### src/rtl/fracn_div_pkg.sv
package fracn_div_pkg;

    typedef enum logic [1:0] {
        ST_LOAD    = 2'd0,
        ST_SWALLOW = 2'd1,
        ST_MAIN    = 2'd2
    } div_state_e;

endpackage

### src/rtl/fracn_frac_accum.sv
// Modulo-2^FRAC_W phase accumulator; carry_o is the overflow of the pending step.
module fracn_frac_accum #(
    parameter int FRAC_W = 5
) (
    input  logic              clk,
    input  logic              rst_n,
    input  logic              step,
    input  logic [FRAC_W-1:0] frac_in,
    output logic              carry_o
);

    logic [FRAC_W-1:0] acc_q;
    logic [FRAC_W:0]   sum;

    always_comb begin
        sum     = {1'b0, acc_q} + {1'b0, frac_in};
        carry_o = sum[FRAC_W];
    end

    always_ff @(posedge clk or negedge rst_n) begin
        if (!rst_n) begin
            acc_q <= '0;
        end else if (step) begin
            acc_q <= sum[FRAC_W-1:0];
        end
    end

endmodule

### src/rtl/fracn_period_cnt.sv
// Counts prescaler cycles within one division period.
module fracn_period_cnt #(
    parameter int CNT_W = 9
) (
    input  logic             clk,
    input  logic             rst_n,
    input  logic             clear,
    input  logic [CNT_W-1:0] limit,
    output logic [CNT_W-1:0] cnt_o,
    output logic             last_o
);

    logic [CNT_W-1:0] cnt_q;

    always_ff @(posedge clk or negedge rst_n) begin
        if (!rst_n) begin
            cnt_q <= '0;
        end else if (clear) begin
            cnt_q <= '0;
        end else begin
            cnt_q <= cnt_q + CNT_W'(1);
        end
    end

    always_comb begin
        cnt_o  = cnt_q;
        last_o = (cnt_q == (limit - CNT_W'(1)));
    end

endmodule

### src/rtl/fracn_cfg_hold.sv
// Holds the main count and the per-period swallow count between boundaries.
module fracn_cfg_hold #(
    parameter int M_W = 9,
    parameter int S_W = 6
) (
    input  logic           clk,
    input  logic           rst_n,
    input  logic           load,
    input  logic [M_W-1:0] m_in,
    input  logic [S_W-1:0] s_in,
    output logic [M_W-1:0] m_q,
    output logic [S_W-1:0] s_q
);

    always_ff @(posedge clk or negedge rst_n) begin
        if (!rst_n) begin
            m_q <= '0;
            s_q <= '0;
        end else if (load) begin
            m_q <= m_in;
            s_q <= s_in;
        end
    end

endmodule

### src/rtl/fracn_swallow_div.sv
module fracn_swallow_div
    import fracn_div_pkg::*;
#(
    parameter int P_LOG2 = 5,
    parameter int M_W    = 9,
    parameter int FRAC_W = 5
) (
    input  logic              clk,
    input  logic              rst_n,
    input  logic [M_W-1:0]    m_val,
    input  logic [P_LOG2-1:0] a_val,
    input  logic [FRAC_W-1:0] f_val,
    output logic              mod_hi,
    output logic              div_pulse
);

    localparam int S_W   = P_LOG2 + 1;
    localparam int CMP_W = M_W + 1;

    div_state_e     state, nxt;
    logic           load;
    logic           carry;
    logic [S_W-1:0] s_new;
    logic [M_W-1:0] m_q;
    logic [S_W-1:0] s_q;
    logic [M_W-1:0] cnt;
    logic           last;
    logic           in_load;
    logic           swallow_end;
    logic           s_new_nz;

    fracn_frac_accum #(.FRAC_W(FRAC_W)) u_accum (
        .clk     (clk),
        .rst_n   (rst_n),
        .step    (load),
        .frac_in (f_val),
        .carry_o (carry)
    );

    fracn_cfg_hold #(.M_W(M_W), .S_W(S_W)) u_cfg (
        .clk   (clk),
        .rst_n (rst_n),
        .load  (load),
        .m_in  (m_val),
        .s_in  (s_new),
        .m_q   (m_q),
        .s_q   (s_q)
    );

    fracn_period_cnt #(.CNT_W(M_W)) u_cnt (
        .clk    (clk),
        .rst_n  (rst_n),
        .clear  (load),
        .limit  (m_q),
        .cnt_o  (cnt),
        .last_o (last)
    );

    always_comb begin
        s_new       = S_W'(a_val) + S_W'(carry);
        s_new_nz    = (s_new != '0);
        swallow_end = ((CMP_W'(cnt) + CMP_W'(1)) == CMP_W'(s_q));
        in_load     = (state == ST_LOAD);
    end

    // State register
    always_ff @(posedge clk or negedge rst_n) begin
        if (!rst_n) begin
            state <= ST_LOAD;
        end else begin
            state <= nxt;
        end
    end

    // Next state and boundary load
    always_comb begin
        nxt  = state;
        load = 1'b0;
        unique case (state)
            ST_LOAD: begin
                load = 1'b1;
                nxt  = s_new_nz ? ST_SWALLOW : ST_MAIN;
            end
            ST_SWALLOW: begin
                if (last) begin
                    load = 1'b1;
                    nxt  = s_new_nz ? ST_SWALLOW : ST_MAIN;
                end else if (swallow_end) begin
                    nxt = ST_MAIN;
                end
            end
            ST_MAIN: begin
                if (last) begin
                    load = 1'b1;
                    nxt  = s_new_nz ? ST_SWALLOW : ST_MAIN;
                end
            end
            default: begin
                nxt  = ST_LOAD;
                load = 1'b0;
            end
        endcase
    end

    // Outputs
    always_comb begin
        mod_hi    = (state == ST_SWALLOW);
        div_pulse = last && (state != ST_LOAD);
    end

endmodule

### config.mk
export PLATFORM = sky130hd
export DESIGN_NAME = fracn_swallow_div
export DESIGN_NICKNAME = d
export VERILOG_FILES = /design/src/rtl/fracn_div_pkg.sv /design/src/rtl/fracn_frac_accum.sv /design/src/rtl/fracn_period_cnt.sv /design/src/rtl/fracn_cfg_hold.sv /design/src/rtl/fracn_swallow_div.sv
export SDC_FILE = /design/constraint.sdc
export NUM_CORES = 1
export LEC_CHECK = 0
export BUFFER_PORTS_ARGS = -buffer_cell sky130_fd_sc_hd__buf_4
export CAP_MARGIN = 5
export CORE_MARGIN = 2
export CORE_UTILIZATION = 52
export CTS_BUF_LIST = sky130_fd_sc_hd__clkbuf_8
export DETAILED_ROUTE_END_ITERATION = 12
export HOLD_SLACK_MARGIN = 0.06
export PLACE_DENSITY = 0.82
export SYNTH_ARGS = -nofsm -noshare
export SYNTH_HDL_FRONTEND = slang
export SYNTH_SLANG_ARGS = --single-unit
### constraint.sdc
create_clock -name clk -period 8.8 [get_ports clk]
set_clock_uncertainty 0.05 [all_clocks]
set_input_delay 0.44 -clock clk [delete_from_list [all_inputs] [get_ports clk]]
set_output_delay 0.44 -clock clk [all_outputs]
set_load 0.03 [all_outputs]
==> Word level (Yosys, flattened, before mapping) <==
Cells that the tools add are included.
{ "word_totals": {"register_bits": 31, "in_bits": 21, "out_inout_bits": 2, "elab_cells": 30} }
{ "classes": {"addsub": 5, "eq_ne": 6, "mux": 8, "reduce_logical": 6} }
{ "op_table": {"columns": ["operator", "n"], "rows": [
  ["$add A9 B1 Y10 const B", 1],
  ["$eq A10 B6 Y1", 1],
  ["$add A9 B1 Y9 const B", 1],
  ["$eq A9 B9 Y1", 1],
  ["$mux W9", 1],
  ["$sub A9 B1 Y9 const B", 1],
  ["$mux W2", 4],
  ["$add A5 B1 Y6", 1],
  ["$add A5 B5 Y6", 1],
  ["$pmux W2 S3", 1],
  ["$reduce_bool A6 Y1", 1],
  ["$ne A3 B1 Y1 const B", 1],
  ["$eq A2 B1 Y1 const B", 1],
  ["$eq A2 B2 Y1 const B", 1],
  ["$logic_not A2 Y1", 1],
  ["$ne A2 B2 Y1 const B", 1],
  ["$pmux W1 S2", 1],
  ["$reduce_and A2 Y1", 1],
  ["$reduce_bool A2 Y1", 1],
  ["$reduce_or A2 Y1", 1],
  ["$logic_and A1 B1 Y1", 1],
  ["$mux W1", 1]
]} }

==> Depth between registers and ports, before layout <==
{ "depth": {"ltp_word": 6, "mapped_depth": 13, "depth_no_buf": 13} }

==> Modules after synthesis <==
From an unflattened synthesis, not the netlist that was laid out.
{ "unflattened": {"cells_unflattened": 215, "hier_area_um2": 2235.9} }
{ "modules_own_cells": {"columns": ["mod", "n_inst", "cells_each", "area_each_um2", "seq_area_each_um2"], "rows": [
  ["fracn_period_cnt", 1, 86, 743.2, 225.2],
  ["fracn_cfg_hold", 1, 32, 613.1, 375.4],
  ["fracn_swallow_div", 1, 63, 490.5, 50.0],
  ["fracn_frac_accum", 1, 34, 389.1, 125.1]
]} }

==> Worst setup path after synthesis <==
OpenSTA, ideal clock, no wires.
{ "synth_timing": {"kind": "reg2reg", "start": "register u_cfg.m_q[0]", "end": "register u_cfg.m_q[3]", "setup_ns": 0.125, "t_arrival_ns": 2.763, "required_time_ns": 8.625, "path_slack_ns": 5.862, "path_stages_with_launch": 10, "path_buffers": 3, "synth_period_minus_slack_ns": 2.938, "path_cell_list": "dfrtp_1 > or4_1 > buf_2 > or3_1 > a2111oi_0 > and4b_2 > a32oi_2 > buf_6 > buf_12 > mux2_4"} }
{ "synth_via": {"elab_chain_len": 4} }
{ "synth_rtl": {"columns": ["item", "line", "text"], "rows": [
  ["from (decl)", "fracn_cfg_hold.sv:11", "output logic [M_W-1:0] m_q,"],
  ["from (signal assigned)", "fracn_cfg_hold.sv:20", "m_q <= m_in;"],
  ["$sub A9 B1 Y9", "fracn_period_cnt.sv:27", "last_o = (cnt_q == (limit - CNT_W'(1)));"],
  ["$eq A9 B9 Y1", "fracn_period_cnt.sv:27", null],
  ["$mux W1", "fracn_swallow_div.sv:85, fracn_swallow_div.sv:93", null],
  ["$pmux W1 S2", "fracn_swallow_div.sv:79", "unique case (state)"]
]} }
No other way between the ends.
A chain may end at the register's enable or synchronous reset.

==> Worst setup path after layout <==
{ "layout_timing": {"start": "register u_cfg.m_q[2]", "end": "output div_pulse"} }
{ "layout_via": {"elab_chain_len": 3} }
{ "layout_rtl": {"columns": ["item", "line", "text"], "rows": [
  ["$sub A9 B1 Y9", "fracn_period_cnt.sv:27", null],
  ["$eq A9 B9 Y1", "fracn_period_cnt.sv:27", null],
  ["$logic_and A1 B1 Y1", "fracn_swallow_div.sv:108", "div_pulse = last && (state != ST_LOAD);"],
  ["to (decl)", "fracn_swallow_div.sv:14", "output logic div_pulse"]
]} }
No other way between the ends.

==> results.md <==
- Final wirelength: 4040 um
- Core footprint: about 4000 sq um
- Commonest non-fill, non-tap cell in the layout: dfrtp_1
- Gr usage total: 0.203
- I/O pin cnt: 23
- DRT Pass-1 Iters: 4
- Placed inst area: 2320 sq um
- Cell area after synthesis: about 2100 sq um
- IO buf count: 22
- Final Max Tran Viols: 0
- Async set-or-reset flop fraction in the synthesized netlist: 1.00
- Final setup viols: 0
- Post-Synth Simple-Gate Area: 0.167
- CP startpoint kind: register
- Die area: 4660 sq um
- Sequential cell area fraction in the yosys report: 0.361
- WP data required: 8.31 ns
- Max-Slew Margin vs Limit: 0.603
- Final worst path period need: 3.30 ns
- Via-per-instance ratio: 5.51
- TritonCTS buffer count: 5
- Outcome: finished clean
- Post-route ant nets: 0
- Multiplexer share of the synthesized area: 0.132
- Yosys warns: 0
- Antenna cell count: 0
- Die Height: a little under 70 um
- Adder-cell share of the synthesized area: 0.0851
- Register bit count reported by yosys: 31
- CP Capture Type: primary output
- Mapped Nets: 239
- Distinct cell type count after synthesis: 46
- Nets: 260
- GPL Wtd Cong: between 0.8 and 0.9
- CTS Sinks: 31
- Crit path DAT: 2.81 ns
- Clk buf depth: 2
- Final hold violation count: 0
- Max cap viols: 0
- DR iter-0 viols: slightly below 80
- Number of global-route vias before repair: ~1500
- Compound-Gate Fraction of Synth Area: 0.0932
- Xor/xnor cell area share of the yosys netlist: 0.118
- # DRC: 0
- Hpwl dp: 3010 um
- Number of synthesized flops with an enable pin: 0
- Max FO, Critical Path: 8
- VDD IR max: 0.160 mV
- RSZ-0062 raised after global routing: false
- Max Freq: 303 MHz
- TNS Setup: 0 ns
- FP Rows: 23
- WL/cell: between 10 and 15 um
- Largest net degree at the start of global routing: 32
- Worst-path clk slew: 0.07 ns
- Largest family of logic cells by synthesized area: simple AND/OR/NAND/NOR gates
- HP Class: primary input to register
- Initial antenna violation count: 0
- Period utilisation layout: 0.375
- Synth Area per Inst: 10.5 sq um
- Power density cells: 318 nW/um^2
- First-pass GRT wire length: just under 7000 um
- Finished Core Util: 0.608
- WS Path Type: register to primary output
- Mapped Cells: between 200 and 250
- LEAKAGE: approximately 0.0011 uW
- Area Overhead vs Synth: 13.3%
- Slew @ Worst Pin: about 0.59 ns
- Root Buffer: clkbuf_8
- Die width: about 70 um
- Fraction of layout instances using a drive strength above 1: 0.257
- Most frequent cells in the layout: 31 x dfrtp_1, 23 x buf_4, 20 x xnor2_1, 13 x ha_1, 11 x mux2_2
- Remaining Overflow, GRT: 0
- Post-layout instance area: between 2000 and 2500 sq um
- Via count: between 1500 and 2000
- Initial core utilization: 0.537
- TritonCTS clock tree: built
- H-tree depth: 2
- Post-CTS setup buffers: 0
- Skew-Pair Late Insertion Delay: 0.28 ns
- Synth Flop Type: dfrtp_1
routing by layer:
metal,GRT usage,vias up,part of all wire
met3,0.0526,10,0.044
met1,0.248,710,0.45
li1,-,760,-
met5,0,-,0
met2,0.340,42,0.49
met4,0.0800,0,0.021
power breakdown:
part,switching (uW),internal (uW),leakage (uW)
Clock,54.0,71.1,0.0000505
Sequential,57.9,198,0.000385
Combinational,174,217,0.000662
Total,286,487,0.00110
per-stage QoR:
stage / hold WS (ns) / total power (uW) / std cells / setup WS, ns
after global placement: 0.343 / 632 / 267 / 5.59
final: 0.335 / 773 / 276 / 5.50
after floorplan: 0.0944 / 590 / 204 / 5.86
after CTS: 0.326 / 779 / 276 / 5.49
after global routing: 0.321 / 836 / 276 / 5.35
after detailed placement: 0.345 / 650 / 267 / 5.53
registers in the layout, indices dropped and copies added (netlist names):
register	flops
u_cfg.m_q	9
state	2
u_cnt.cnt_o	9
u_accum.acc_q	5
u_cfg.s_q	6
what timing repair did:
item                                    in CTS  in global routing
endpoints found under the hold margin       31                  0
hold buffers                                 1                  0
resized for setup                            0                  0
endpoints found under the setup margin       0                  0
worst max-delay path, cell delays in order (launching register included):
cell,delay (ns)
dfrtp_1,0.44
or4_1,0.62
or3_1,0.39
a2111oi_0,0.40
and4b_2,0.35
and3_2,0.18
buf_4,0.15
synthesized netlist by cell type, types with 7 or more instances:
library cell,instances,share of area
nor2_1,7,0.012
xor2_1,9,0.037
mux2_4,10,0.070
dfrtp_1,31,0.36
inv_1,8,0.014
mux2_2,11,0.058
clkbuf_1,7,0.012
ha_1,13,0.076
xnor2_1,20,0.082
and2_1,8,0.023
worst paths after layout:
check	from	endpoint	slack (ns)	cells after the start
worst max register to register	u_cfg.m_q[2]$_DFFE_PN0N_	u_cfg.s_q[3]$_DFFE_PN0N_	5.51	7
worst min-delay path	m_val[3]	u_cfg.m_q[3]$_DFFE_PN0N_	0.33	2
worst max-delay path	u_cfg.m_q[2]$_DFFE_PN0N_	div_pulse	5.50	6
max in group asynchronous	rst_n	u_cfg.s_q[4]$_DFFE_PN0N_	7.84	2
min in group asynchronous	rst_n	state[0]$_DFFE_PN0P_	0.58	2
worst min register to register	u_accum.acc_q[0]$_DFFE_PN0N_	u_accum.acc_q[0]$_DFFE_PN0N_	0.47	1
logic make-up after synthesis:
| group | Yosys count |
|---|---|
| AO/OA/AOI/OAI | 29 |
| XOR/XNOR | 29 |
| adder cells (fa/ha/maj) | 14 |
| buffers and inverters | 18 |
| flip-flops | 31 |
| multiplexers | 22 |
| AND/OR/NAND/NOR | 61 |
cell type report:
class,instances,area [sq um]
clock buffers,7,96.3
clock inverters,1,7.51
fillers,342,1570
inverters,8,30.0
multi-input cells,155,1280
flip-flops and latches,31,776
well taps,50,62.6
repair buffers,24,183
Note: power is estimated with default switching activity, not from simulation.
